`config.mk`:
```
export PLATFORM = sky130hd
export DESIGN_NAME = jump_branch_unit
export DESIGN_NICKNAME = d
export VERILOG_FILES = /design/src/rtl/jbu_pkg.sv /design/src/rtl/jbu_ctrl.sv /design/src/rtl/jbu_datapath.sv /design/src/rtl/jump_branch_unit.sv
export SDC_FILE = /design/constraint.sdc
export NUM_CORES = 1
export LEC_CHECK = 0
export ABC_AREA = 1
export CORE_ASPECT_RATIO = 1.5
export CORE_MARGIN = 2
export CORE_UTILIZATION = 40
export CTS_BUF_LIST = sky130_fd_sc_hd__clkbuf_2 sky130_fd_sc_hd__clkbuf_4 sky130_fd_sc_hd__clkbuf_8
export DETAILED_ROUTE_END_ITERATION = 10
export PLACE_DENSITY = 0.75
export SYNTH_ARGS = -nofsm -noshare
export SYNTH_HDL_FRONTEND = slang
export SYNTH_SLANG_ARGS = --single-unit
```
`constraint.sdc`:
```
create_clock -name clk -period 0.8 [get_ports clk]
set_input_delay 0.24 -clock clk [delete_from_list [all_inputs] [get_ports clk]]
set_output_delay 0.24 -clock clk [all_outputs]
set_load 0.005 [all_outputs]
```
`src/rtl/jbu_pkg.sv`:
```
package jbu_pkg;
  localparam int INSTR_W = 24;
  localparam logic [3:0] OP_JUMP   = 4'h0;
  localparam logic [3:0] OP_BRANCH = 4'h8;

  typedef enum logic [2:0] {
    TGT_SEQ,
    TGT_HOLD,
    TGT_LONG,
    TGT_SHORT,
    TGT_REG
  } tgtSel_e;

  typedef struct packed {
    tgtSel_e tgtSel;
    logic    linkEn;
  } jbuStrobe_t;
endpackage

```
`src/rtl/jbu_ctrl.sv`:
```
module jbu_ctrl
  import jbu_pkg::*;
(
  input  logic [3:0]  opMajor,
  input  logic [3:0]  opSub,
  input  logic [3:0]  flags,
  output jbuStrobe_t  strobe
);
  // flags = {N,Z,V,C}; condition pair index opSub[2:1]: 0 Z, 1 N, 2 V, 3 C
  logic [3:0] flagByPair;
  logic       condMet;

  assign flagByPair = {flags[0], flags[1], flags[3], flags[2]};
  assign condMet    = flagByPair[opSub[2:1]] ^ opSub[0];

  always_comb begin
    strobe.tgtSel = TGT_SEQ;
    strobe.linkEn = 1'b0;
    case (opMajor)
      OP_JUMP: begin
        case (opSub)
          4'h0: strobe.tgtSel = TGT_LONG;
          4'h1: strobe.tgtSel = TGT_REG;
          4'h2: begin strobe.tgtSel = TGT_LONG;  strobe.linkEn = 1'b1; end
          4'h3: begin strobe.tgtSel = TGT_REG;   strobe.linkEn = 1'b1; end
          4'h8: strobe.tgtSel = TGT_SHORT;
          4'hA: begin strobe.tgtSel = TGT_SHORT; strobe.linkEn = 1'b1; end
          default: ;
        endcase
      end
      OP_BRANCH: begin
        if (condMet) strobe.tgtSel = opSub[3] ? TGT_SHORT : TGT_LONG;
        else         strobe.tgtSel = TGT_HOLD;
      end
      default: ;
    endcase
  end
endmodule

```
`src/rtl/jbu_datapath.sv`:
```
module jbu_datapath
  import jbu_pkg::*;
#(
  parameter int PC_W = 24
) (
  input  logic            clk,
  input  logic            rstN,
  input  jbuStrobe_t      strobe,
  input  logic [11:0]     dispField,
  input  logic [PC_W-1:0] pc,
  input  logic [PC_W-1:0] regVal,
  output logic [PC_W-1:0] nextPc,
  output logic            linkWe,
  output logic [PC_W-1:0] linkVal
);
  localparam int LONG_W  = 12;
  localparam int SHORT_W = 8;

  logic [PC_W-1:0] longOff, shortOff, seqPc, target;

  assign longOff  = {{(PC_W-LONG_W){dispField[LONG_W-1]}}, dispField};
  assign shortOff = {{(PC_W-SHORT_W){dispField[SHORT_W-1]}}, dispField[SHORT_W-1:0]};
  assign seqPc    = pc + PC_W'(1);

  // Register target is latched from regVal before the link write lands.
  always_comb begin
    case (strobe.tgtSel)
      TGT_HOLD:  target = pc;
      TGT_LONG:  target = pc + longOff;
      TGT_SHORT: target = pc + shortOff;
      TGT_REG:   target = regVal;
      default:   target = seqPc;
    endcase
  end

  always_ff @(posedge clk or negedge rstN) begin
    if (!rstN) begin
      nextPc  <= '0;
      linkWe  <= 1'b0;
      linkVal <= '0;
    end else begin
      nextPc  <= target;
      linkWe  <= strobe.linkEn;
      linkVal <= seqPc;
    end
  end
endmodule

```
`src/rtl/jump_branch_unit.sv`:
```
module jump_branch_unit
  import jbu_pkg::*;
#(
  parameter int PC_W = 24
) (
  input  logic                clk,
  input  logic                rstN,
  input  logic [INSTR_W-1:0]  instr,
  input  logic [PC_W-1:0]     pc,
  input  logic [PC_W-1:0]     regVal,
  input  logic [3:0]          flags,
  output logic [PC_W-1:0]     nextPc,
  output logic                linkWe,
  output logic [PC_W-1:0]     linkVal
);
  jbuStrobe_t strobe;

  jbu_ctrl ctrl_i (
    .opMajor (instr[23:20]),
    .opSub   (instr[19:16]),
    .flags   (flags),
    .strobe  (strobe)
  );

  jbu_datapath #(.PC_W(PC_W)) dp_i (
    .clk       (clk),
    .rstN      (rstN),
    .strobe    (strobe),
    .dispField (instr[11:0]),
    .pc        (pc),
    .regVal    (regVal),
    .nextPc    (nextPc),
    .linkWe    (linkWe),
    .linkVal   (linkVal)
  );
endmodule

```
* After elaboration in Yosys (flattened, before gate mapping)
Cells that the tools add are included.
** Operators by class
- Bitwise operators :: 1
- Reduce and logical (&&, ||, !) cells :: 6
- $add $sub $neg :: 3
- Equal/unequal tests :: 10
- Order comparisons :: 1
- Multiplexer cells :: 9
- Multipliers :: 0
- Shift-type cells :: 0
- Divide/modulo/power cells :: 0
** Operators by type and width (count)
- case mux 24 bit (4 select lines) :: 1
- adder 24 bit :: 2
- adder 24 x 1 -> 24 bit, second input constant :: 1
- equality test 4 bit, second input constant :: 3
- case mux 3 bit (3 select lines) :: 1
- equality test 4 x 2 -> 1 bit, second input constant :: 2
- logical NOT 4 bit :: 2
- equality test 3 x 2 -> 1 bit, second input constant :: 2
- case mux 3 bit (2 select lines) :: 1
- OR reduction 2 bit :: 3
- equality test 4 x 1 -> 1 bit, second input constant :: 1
- two-way mux 1 bit :: 4
- equality test 3 x 1 -> 1 bit, second input constant :: 1
- equality test 3 bit, second input constant :: 1
- less-than comparator 2 x 3 -> 1 bit, second input constant :: 1
- two-way mux 3 bit :: 1
- OR reduction 3 bit :: 1
- binary-select mux 1 bit (select 2 bit) :: 1
- bitwise XOR 1 bit :: 1
** Word-level totals
- ROM bits :: 0
- Memory bits (writable) :: 0
- Bits in registers :: 49
- Memories :: 0
- Bits in latches :: 0
- Bits of input ports :: 78

* Depth between registers and ports, before layout
Gate-level depths: netlist of the first run.
- Depth in word-level cells :: 7
- Depth in mapped cells :: 23

* By module
A second synthesis of the first run with hierarchy kept.
** Second synthesis, totals
- Cells, all modules :: 668
- Area total of the unflattened synthesis :: 4395.5 µm²
** By module, submodules not included
- jbu_datapath :: times used 1, cells an instance 636, area an instance 4230.3 µm²
- jbu_ctrl :: times used 1, cells an instance 32, area an instance 165.2 µm²

* Worst setup path before layout of the first run
OpenSTA, ideal clock, no wires.
- Path type :: in2reg
- Start point :: input instr[21]
- End point :: register dp_i.nextPc[21]
- Setup slack :: -2090 ps
- Cell stages on the path :: 17
- Library setup time :: 130 ps
- Data arrival time :: 2761 ps
- Required time :: 670 ps
- Path through :: or2_1 -> nor3_2 -> nand3_2 -> nand2_4 -> nand3_2 -> nand2_1 -> nand2_1 -> inv_1 -> ha_1 -> a21oi_1 -> o21ai_0 -> a21oi_1 -> nand3_1 -> a21o_1 -> or2_1 -> nand2_1 -> nand4_1
** Between the ends
- Longest elaborated chain between the ends :: 4
- Elaborated cells between the ends (all ways) :: 8
- Those cells by class :: 5 x eq/ne; 2 x mux; 1 x reduce/logical
** RTL lines
- from (decl) :: RTL line jump_branch_unit.sv:8 : input logic [INSTR_W-1:0] instr,
- equality test 4 bit / logical NOT 4 bit (equally long branches) :: RTL line jbu_ctrl.sv:19 : case (opMajor)
- case mux 3 bit (2 select lines) * :: RTL line jbu_ctrl.sv:19
- equality test 3 bit (tied with other cells) :: RTL line jbu_datapath.sv:27 : case (strobe.tgtSel)
- case mux 24 bit (4 select lines) * :: RTL line jbu_datapath.sv:27
- named net dp_i.target[21] :: RTL line jbu_datapath.sv:19 : logic [PC_W-1:0] longOff, shortOff, seqPc, target;
- to (signal assigned) :: RTL line jbu_datapath.sv:42 : nextPc <= target;
- to (decl) :: RTL line jbu_datapath.sv:12 : output logic [PC_W-1:0] nextPc,
Mark *: on every way through the listed nets, which the timed path passes. The rest lies on a longest branch.

* Worst setup path in the final report of the first run
- Start point :: input instr[20]
- End point :: register dp_i.nextPc[19]
Same word-level chain as after synthesis.

==> results of run 1 <==
worst min path at each step:
stage | start | end | slack [ps] | cells after the start
6_report | pc[1] | dp_i.linkVal[1] | 270 | 3
5_1_grt | pc[0] | dp_i.linkVal[1] | 270 | 3
4_1_cts | pc[0] | dp_i.linkVal[1] | 240 | 3
3_5_place_dp | rstN | dp_i.nextPc[5] | 250 | 2
3_3_place_gp | rstN | dp_i.linkVal[5] | 230 | 2
2_1_floorplan | rstN | dp_i.linkVal[0] | -60 | 0
cell families after synthesis:
family	count (synthesis)	share of synthesized area, %
AO/OA/AOI/OAI	82	12.89
XOR/XNOR	24	5.722
adder cells (fa/ha/maj)	26	8.747
buffers and inverters	70	6.971
flip-flops	49	32.23
AND/OR/NAND/NOR	264	33.44
stage by stage:
| stage | instance area [sq um] | setup TNS [ps] | std cells |
|---|---|---|---|
| after floorplan | 4090 | -36860 | 515 |
| after global placement | 6444 | -87810 | 876 |
| after detailed placement | 6444 | -91090 | 876 |
| after global routing | 7996 | -61620 | 941 |
| after CTS | 7382 | -53340 | 922 |
| final | 7996 | -57390 | 941 |
registers in the layout (all words and copies together), names as in the netlist:
name / count
dp_i.linkVal: 24
dp_i.nextPc: 24
dp_i.linkWe: 1
timing repair:
item / CTS / global route
endpoints found under the hold margin: 49 / 0
hold buffers: 1 / 0
pin swaps: 79 / 74
setup endpoints to repair: 98 / 96
buffers inserted: 41 / 26
resized for setup: 484 / 126
cloned: 1 / 0
layout by cell type, fill, tap and decap left out, types with 7 or more instances in the layout:
| master | n |
|---|---|
| a21oi_1 | 9 |
| a21oi_2 | 13 |
| a21oi_4 | 13 |
| buf_2 | 61 |
| buf_4 | 136 |
| buf_6 | 53 |
| clkdlybuf4s50_1 | 32 |
| dfrtp_1 | 49 |
| dlygate4sd2_1 | 15 |
| ha_4 | 21 |
| inv_1 | 42 |
| inv_2 | 17 |
| nand2_1 | 92 |
| nand2_2 | 26 |
| nand2_4 | 20 |
| nand3_1 | 18 |
| nand3_2 | 15 |
| nand3_4 | 12 |
| nand4_1 | 17 |
| nor2_1 | 16 |
| nor2_2 | 8 |
| nor2_4 | 14 |
| o2111ai_1 | 8 |
| o21ai_0 | 7 |
| o21ai_2 | 7 |
| o21ai_4 | 7 |
| or2_4 | 7 |
| xor2_2 | 11 |
power breakdown:
part / total (mW) / switching (mW) / internal [mW]
registers: 2.71 / 0.0566 / 2.66
clock network: 1.59 / 0.968 / 0.624
logic: 4.43 / 2.28 / 2.16
per-layer routing:
metal,vias to the layer above,share of wire [%]
li1,2352,-
met1,2562,34
met2,328,51
met3,140,6.4
met4,0,8.5
met5,-,0
final cells by class:
class	instances	area (sq um)
Timing Repair Buffer	313	2584
Timing Repair inverter	1	6.256
Clock buffer	5	68.82
Multi-Input combinational cell	396	3700
Clock inverter	3	21.27
Sequential cell	49	1226
Fill cell	492	1257
Tap cell	112	140.1
Inverter	62	250.2
==> impl_metrics.csv, run 1 <==
group,metric,value,unit
clock_tree,cts.sinks,49,
setup_path,crit_family,"simple AND/OR/NAND/NOR gates",
floorplan,die_w,83.64,um
synthesis,synth_ff_type,"dfrtp_1",
synthesis,async_flop_share,100.0,%
clock_tree,ctsLongestPathBuffers,2,
routing,viasPerCell,5.719,
clock_tree,root_buffer,"clkbuf_8",
grt,grt_pass1_vias,5439,
routing,avgRoutedWirePerCell,21.88,um
floorplan,die_h,123.5,um
grt,gr-total-overflow,0,
setup_path,cp_slowest_cell,"or2_4",
setup_path,endpoint,"dp_i.nextPc[19]",
setup_path,cp.arrival,2790,ps
power_and_ir_drop,total_power,8.739,mW
floorplan,row_count,43,
grt,grt_max_degree,50,
power_and_ir_drop,p_leak,3.729,nW
sta,finalCriticalPeriod,2596,ps
synthesis,synth_warnings,0,
routing,finalWirelength,20590,um
synthesis,syn_area,3805,sq um
final_layout,final_util,86.41,%
routing,vias,5382,
floorplan,ioPinCount,127,
setup_path,critPathKind,"input port to flip-flop",
sta,final.setup.worst_slack,-1796,ps
sta,fin_hold_ws,266.4,ps
floorplan,die_area,10320,sq um
setup_path,worst-path-max-fanout,6,
routing,drtAntennaViolNets,0,
sta,slew_headroom,76.66,%
grt,grt_usage,34.95,%
setup_path,startpoint,"instr[20]",
worst_hold_path,hold_class,"input port to flip-flop",
grt,grt_pass1_wl,28130,um
routing,drt_iter0_markers,387,
synthesis,syn-num-nets,619,
grt,grt_util_met1,37.53,%
sta,min_period_over_period,324.5,%
placed_design,dp_worst_setup_slack,-2581,ps
setup_path,critPathLaunchType,"input port",
final_layout,num_antenna_cells,0,
clock_tree,cts-htree-levels,2,
grt,antenna_found_initial,0,
grt,use_met2,64.60,%
setup_path,worst-path-stages,17,
synthesis,synth_top_cells_by_count,"137 x nand2_1, 59 x inv_1, 49 x dfrtp_1",
floorplan,coreArea,9254,sq um
run_status,status,"finished with violations",
placed_design,place.port_buffers,122,
power_and_ir_drop,ir_worst_vdd,0.9900,mV
synthesis,ys_top_cells_by_area,"dfrtp_1 32%, nand2_1 14%, ha_1 8.2%",
grt,grt_busiest_layer,"met2",
synthesis,avgSynthCellArea,7.388,sq um
setup_path,critPathRequiredTime,1000,ps
synthesis,synth_cell_types,43,
final_layout,syn_to_final_growth,110.2,%
synthesis,ys_seq_area_share,32.23,%
setup_path,end_kind,"flip-flop",
placed_design,gp_congestion,0.9315,
synthesis,synth_top_area_cell,"dfrtp_1",
setup_path,path_buf_inv,3,
synthesis,synth_largest_type_area_fraction,32.23,%
final_layout,drive_above_1_share,59.47,%
power_and_ir_drop,powerDensity,1093,nW/um^2
clock_tree,cts_made_buffers,5,
sta,slew_viol_final,0,
floorplan,start_util,41.12,%
synthesis,syn_inst,515,
placed_design,dpl.hpwl,12130,um
setup_path,crit_chain,"buf_6, or2_4, nor3_4, nand3_2, nand2_4, nand3_4, nand2_8, inv_12, ha_4, a21oi_4, o21ai_2, a21oi_2, nand3_4, buf_4, or2_4, nand3_2, nand4_1",
sta,rsz0062_at_grt,"yes",
run_status,violations,"negative setup slack",
clock_tree,cts_tree,"yes",
synthesis,synth_edf_count,0,
sta,fmax,0.3852,GHz
clock_tree,clk_pin_slew_worst_paths,110,ps
routing,drc_errors,0,
grt,gr-usage-met3,4.406,%
sta,tightest_slew,347.4,ps
routing,drtPass1Iterations,5,
setup_path,max_stage_delay,260,ps
job,max-cap-violations,0,
synthesis,synth_most_common_cell,"nand2_1",
sta,hold_viol,0,
final_layout,finalNetCount,932,
sta,finalSetupViolCount,95,
synthesis,synth-seq-cells,49,
No activity file was read; power rests on OpenSTA's default activity.
==> run 2, diff against run 1 <==
--- a/config.mk
+++ b/config.mk
@@ -11,7 +11,8 @@
 export CORE_UTILIZATION = 40
 export CTS_BUF_LIST = sky130_fd_sc_hd__clkbuf_2 sky130_fd_sc_hd__clkbuf_4 sky130_fd_sc_hd__clkbuf_8
 export DETAILED_ROUTE_END_ITERATION = 10
-export PLACE_DENSITY = 0.75
+export DONT_BUFFER_PORTS = 1
+export PLACE_DENSITY = 0.58
 export SYNTH_ARGS = -nofsm -noshare
 export SYNTH_HDL_FRONTEND = slang
 export SYNTH_SLANG_ARGS = --single-unit
==> run 2 against run 1 <==
Largest cell class unchanged; via count shrank 26%; highest routed layer unchanged; routed wire length shrank 36%; clock power grew 21%; largest power group is now sequential cells; the run ends with negative hold slack, negative setup slack left; worst hold slack lost 660 ps; first-iteration DRC count shrank 57%; final cell count shrank 19%; count of clock-buffer cells in the layout grew 1; non-clock buffer count shrank 179.
==> impl_metrics.csv, run 2 (same netlist as run 1, synthesis figures left out) <==
group,metric,value,unit
setup_path,cp_slowest_cell,"ha_4",
setup_path,critPathRequiredTime,990,ps
sta,hold_viol,49,
setup_path,critPathLaunchType,"input port",
setup_path,worst-path-max-fanout,5,
setup_path,end_kind,"flip-flop",
grt,grt_pass1_wl,20650,um
sta,fmax,0.3797,GHz
final_layout,drive_above_1_share,42.31,%
power_and_ir_drop,p_leak,2.734,nW
sta,fin_hold_ws,-398.2,ps
floorplan,coreArea,9254,sq um
routing,vias,3997,
clock_tree,cts_tree,"yes",
grt,antenna_found_initial,0,
run_status,status,"finished with violations",
worst_hold_path,hold_class,"input port to async pin",
routing,drc_errors,0,
placed_design,place_inst,734,
final_layout,final_common_cell,"buf_4",
clock_tree,ctsLongestPathBuffers,2,
sta,slew_viol_final,0,
routing,avgRoutedWirePerCell,17.26,um
routing,drtPass1Iterations,4,
clock_tree,clk_pin_slew_worst_paths,100,ps
floorplan,die_area,10320,sq um
sta,rsz0062_at_grt,"yes",
routing,viasPerCell,5.245,
floorplan,ioPinCount,127,
final_layout,finalNetCount,753,
routing,drt_iter0_markers,165,
routing,finalWirelength,13150,um
sta,finalCriticalPeriod,2634,ps
clock_tree,root_buffer,"clkbuf_8",
final_layout,final_cell_mix,"116 x buf_4, 114 x nand2_1, 51 x inv_1, 49 x dfrtp_1, 27 x nand3_1",
clock_tree,cts-htree-levels,2,
sta,tightest_slew,357.1,ps
final_layout,nFillCells,795,
routing,drtAntennaViolNets,0,
setup_path,max_stage_delay,310,ps
final_layout,syn_to_final_growth,54.52,%
setup_path,cp.arrival,2820,ps
placed_design,place.port_buffers,0,
sta,final.setup.worst_slack,-1834,ps
floorplan,die_h,123.5,um
power_and_ir_drop,powerDensity,1212,nW/um^2
final_layout,num_antenna_cells,0,
sta,min_period_over_period,329.2,%
grt,gr-total-overflow,0,
sta,finalSetupViolCount,89,
placed_design,gp_congestion,0.8675,
final_layout,largestRegisters,"dp_i.linkVal (24), dp_i.nextPc (24), dp_i.linkWe (1)",
clock_tree,cts.hold.buffers_added,1,
clock_tree,cts.sinks,49,
sta,slew_headroom,76.03,%
placed_design,dpl.hpwl,10180,um
power_and_ir_drop,total_power,7.125,mW
floorplan,start_util,41.12,%
grt,grt_max_degree,50,
run_status,violations,"negative hold slack, negative setup slack",
job,max-cap-violations,0,
setup_path,critPathKind,"input port to flip-flop",
power_and_ir_drop,ir_worst_vdd,1.311,mV
floorplan,die_w,83.64,um
setup_path,crit_top_cell,"nand2_4",
floorplan,row_count,43,
setup_path,crit_chain,"or2_4, nor3_4, nand3_2, nand2_4, nand3_4, nand2_8, clkinv_8, ha_4, nand2_4, inv_2, nand2_4, nor3_4, nand4_1, nand3_4, a21o_1, a21oi_2, nand2_1, nand4_1",
grt,grt_usage,25.70,%
clock_tree,cts_made_buffers,5,
setup_path,startpoint,"instr[21]",
grt,grt_pass1_vias,4119,
final_layout,final_cells,762,
==> run 2: cell count changes in the layout (fill, tap and decap cells not counted), moves of 15 or more <==
cell,change
buf_6,-40
buf_4,-20
nand2_1,+22
clkdlybuf4s50_1,-32
buf_2,-60
dlygate4sd2_1,-15
==> run 2: what timing repair did <==
action                                 in CTS  in global routing
endpoints found under the hold margin      50                 49
cloned                                      1                  0
setup endpoints to repair                  89                 91
buffers inserted                           13                 11
gates resized for setup                    52                 63
pin swaps                                  15                 23
==> run 2: layout make-up <==
type / count / area, sq um / share of cell area [%]
Multi-Input combinational cell: 396 / 3044 / 51.78
Clock buffer: 6 / 82.58 / 1.405
Timing Repair inverter: 1 / 8.758 / 0.1490
Tap cell: 112 / 140.1 / 2.383
Sequential cell: 49 / 1226 / 20.86
Timing Repair Buffer: 134 / 1092 / 18.58
Inverter: 62 / 247.7 / 4.214
Clock inverter: 2 / 37.54 / 0.6384
==> run 2: worst max-delay path by stage <==
stage                      end  slack [ps]  cells after the start
5_1_grt        dp_i.nextPc[21]       -1950                     18
3_3_place_gp   dp_i.nextPc[23]       -2150                     18
3_5_place_dp   dp_i.nextPc[23]       -2230                     20
6_report       dp_i.nextPc[21]       -1830                     18
2_1_floorplan  dp_i.nextPc[21]       -1820                     17
4_1_cts        dp_i.nextPc[21]       -1700                     19
==> run 2: worst max-delay path: cells and delay by family <==
kind | cells | cell delay [ps]
and+or+nand+nor | 13 | 1910
AOI/OAI and AO/OA | 2 | 200
buffers and inverters | 2 | 160
adders and majority gates | 1 | 310
==> run 2: stage by stage <==
stage / instance area, sq um / setup slack, ps / util [%] / hold slack [ps] / TNS, ps
6_report: 5879 / -1834 / 63.53 / -398.2 / -43040
5_1_grt: 5879 / -1950 / 63.53 / -408.4 / -48210
4_1_cts: 5565 / -1700 / 60.14 / -405.1 / -41040
2_1_floorplan: 4090 / -1820 / - / -55.59 / -36860
3_3_place_gp: 5090 / -2146 / 55.00 / -54.59 / -49060
3_5_place_dp: 5090 / -2233 / 55.00 / -54.56 / -51210
==> run 2: where the power goes <==
group          internal [mW]  switching [mW]  total [mW]
sequential              2.66          0.0877        2.75
combinational           1.21            1.25        2.46
clock                   1.02           0.903        1.92
total                   4.89            2.24        7.12
==> run 2: layer usage <==
layer	vias to the layer above	track usage [%]	wire length, um
li1	1979	-	-
met1	1882	29.34	5071
met2	111	48.95	7131
met3	25	2.870	518
met4	0	9.677	432
met5	-	0	0
==> run 3, diff against run 2 <==
--- a/config.mk
+++ b/config.mk
@@ -9,10 +9,10 @@
 export CORE_ASPECT_RATIO = 1.5
 export CORE_MARGIN = 2
 export CORE_UTILIZATION = 40
-export CTS_BUF_LIST = sky130_fd_sc_hd__clkbuf_2 sky130_fd_sc_hd__clkbuf_4 sky130_fd_sc_hd__clkbuf_8
 export DETAILED_ROUTE_END_ITERATION = 10
 export DONT_BUFFER_PORTS = 1
 export PLACE_DENSITY = 0.58
+export SKIP_LAST_GASP = 1
 export SYNTH_ARGS = -nofsm -noshare
 export SYNTH_HDL_FRONTEND = slang
 export SYNTH_SLANG_ARGS = --single-unit
==> run 3 against run 2 <==
The run still ends with negative hold slack, negative setup slack left; non-clock buffer count is 2 higher; clock power increased by 31%; critical path depth stayed put; largest power group unchanged.
==> impl_metrics.csv, run 3 (same netlist as run 1, synthesis figures left out) <==
group,metric,value,unit
final_layout,drive_above_1_share,42.48,%
floorplan,ioPinCount,127,
setup_path,path_buf_inv,2,
final_layout,final_cell_mix,"118 x buf_4, 115 x nand2_1, 50 x inv_1, 49 x dfrtp_1, 29 x nand3_1",
sta,slew_headroom,76.40,%
sta,slew_viol_final,0,
setup_path,worst-path-stages,18,
run_status,status,"finished with violations",
routing,drtAntennaViolNets,0,
sta,final.setup.worst_slack,-1825,ps
placed_design,dpl_cell_area,5090,sq um
sta,fmax,0.3810,GHz
floorplan,die_h,123.5,um
floorplan,die_w,83.64,um
setup_path,critPathLaunchType,"input port",
floorplan,start_util,41.12,%
clock_tree,cts.sinks,49,
sta,hold_viol,49,
floorplan,coreArea,9254,sq um
routing,drc_errors,0,
placed_design,dpl.hpwl,10180,um
routing,vias,4062,
final_layout,num_antenna_cells,0,
final_layout,final_cells,764,
final_layout,largestRegisters,"dp_i.linkVal (24), dp_i.nextPc (24), dp_i.linkWe (1)",
setup_path,end_kind,"flip-flop",
routing,finalWirelength,13110,um
power_and_ir_drop,ir_worst_vdd,1.668,mV
grt,antenna_found_initial,0,
placed_design,place_inst,734,
floorplan,row_count,43,
setup_path,max_stage_delay,290,ps
setup_path,cp_slowest_cell,"ha_4",
grt,grt_usage,25.71,%
final_layout,nFillCells,786,
floorplan,die_area,10320,sq um
run_status,violations,"negative hold slack, negative setup slack",
sta,min_period_over_period,328.1,%
sta,tightest_slew,353.2,ps
clock_tree,root_buffer,"clkbuf_16",
clock_tree,clk_pin_slew_worst_paths,70,ps
final_layout,syn_to_final_growth,56.30,%
clock_tree,cts-htree-levels,2,
sta,finalCriticalPeriod,2625,ps
power_and_ir_drop,total_power,7.672,mW
placed_design,place.port_buffers,0,
placed_design,gp_congestion,0.8675,
routing,viasPerCell,5.317,
setup_path,cp.arrival,2780,ps
routing,drt_iter0_markers,136,
setup_path,crit_family,"simple AND/OR/NAND/NOR gates",
clock_tree,cts_made_buffers,5,
setup_path,critPathKind,"input port to flip-flop",
grt,gr-total-overflow,0,
final_layout,finalNetCount,755,
setup_path,startpoint,"instr[21]",
clock_tree,cts_tree,"yes",
grt,grt_pass1_wl,20690,um
setup_path,critPathRequiredTime,960,ps
grt,grt_pass1_vias,4129,
routing,drtPass1Iterations,4,
final_layout,final_common_cell,"buf_4",
setup_path,worst-path-max-fanout,5,
power_and_ir_drop,powerDensity,1290,nW/um^2
sta,rsz0062_at_grt,"yes",
job,max-cap-violations,0,
final_layout,design_area,5947,sq um
routing,avgRoutedWirePerCell,17.16,um
clock_tree,ctsLongestPathBuffers,2,
setup_path,crit_chain,"or2_4, nor3_4, nand3_2, nand2_4, nand3_4, nand2_8, inv_8, ha_4, nand2_2, inv_2, nand2_4, nor3_4, nand4_1, nand3_4, a21o_1, a21oi_1, nand2_1, nand4_1",
power_and_ir_drop,p_leak,2.783,nW
sta,fin_hold_ws,-364.3,ps
sta,finalSetupViolCount,91,
worst_hold_path,hold_class,"input port to async pin",
grt,grt_max_degree,50,
==> run 3: final cells by class <==
class	instances	area (sq um)	area share, %
clock buffer	6	138.9	2.335
clock inverter	2	37.54	0.6312
inverter	62	247.7	4.166
multi-input combinational	396	3030	50.96
sequential	49	1226	20.62
tap	112	140.1	2.356
timing repair buffer	136	1117	18.79
timing repair inverter	1	8.758	0.1473
==> run 3: path summary, 6_finish.rpt <==
kind | endpoint | slack (ps)
worst min-delay path | dp_i.nextPc[23] | -360
worst max-delay path | dp_i.nextPc[21] | -1830
min in group clk | dp_i.linkVal[0] | 30
max in group asynchronous | dp_i.nextPc[22] | 1070
==> run 3: report_power, final <==
group	internal [mW]	total, mW	switching, mW
Combinational	1.19	2.42	1.23
Clock	1.56	2.51	0.944
Sequential	2.66	2.75	0.0881
Total	5.41	7.67	2.26
==> run 3: per-layer routing <==
layer  GRT usage, %  vias to the layer above  routed length (um)
met5              0                        -                   0
met4          8.972                        0                 342
met3          2.937                       24                 511
met2          48.95                      118                7161
met1          29.60                     1932                5099
li1               -                     1988                   -
==> run 3: timing repair <==
action / CTS / global route
buffers inserted: 14 / 13
hold endpoints to repair: 49 / 49
pin swaps: 14 / 28
gates cloned: 1 / 0
endpoints found under the setup margin: 91 / 91
resized for setup: 47 / 74
==> run 3: per-stage QoR <==
| step | TNS (ps) | worst slack, ps | util, % |
|---|---|---|---|
| final | -42590 | -1825 | 64.26 |
| after global routing | -48000 | -1965 | 64.26 |
| after global placement | -49060 | -2146 | 55.00 |
| after CTS | -40760 | -1732 | 60.45 |
| after floorplan | -36860 | -1820 | - |
| after detailed placement | -51210 | -2233 | 55.00 |
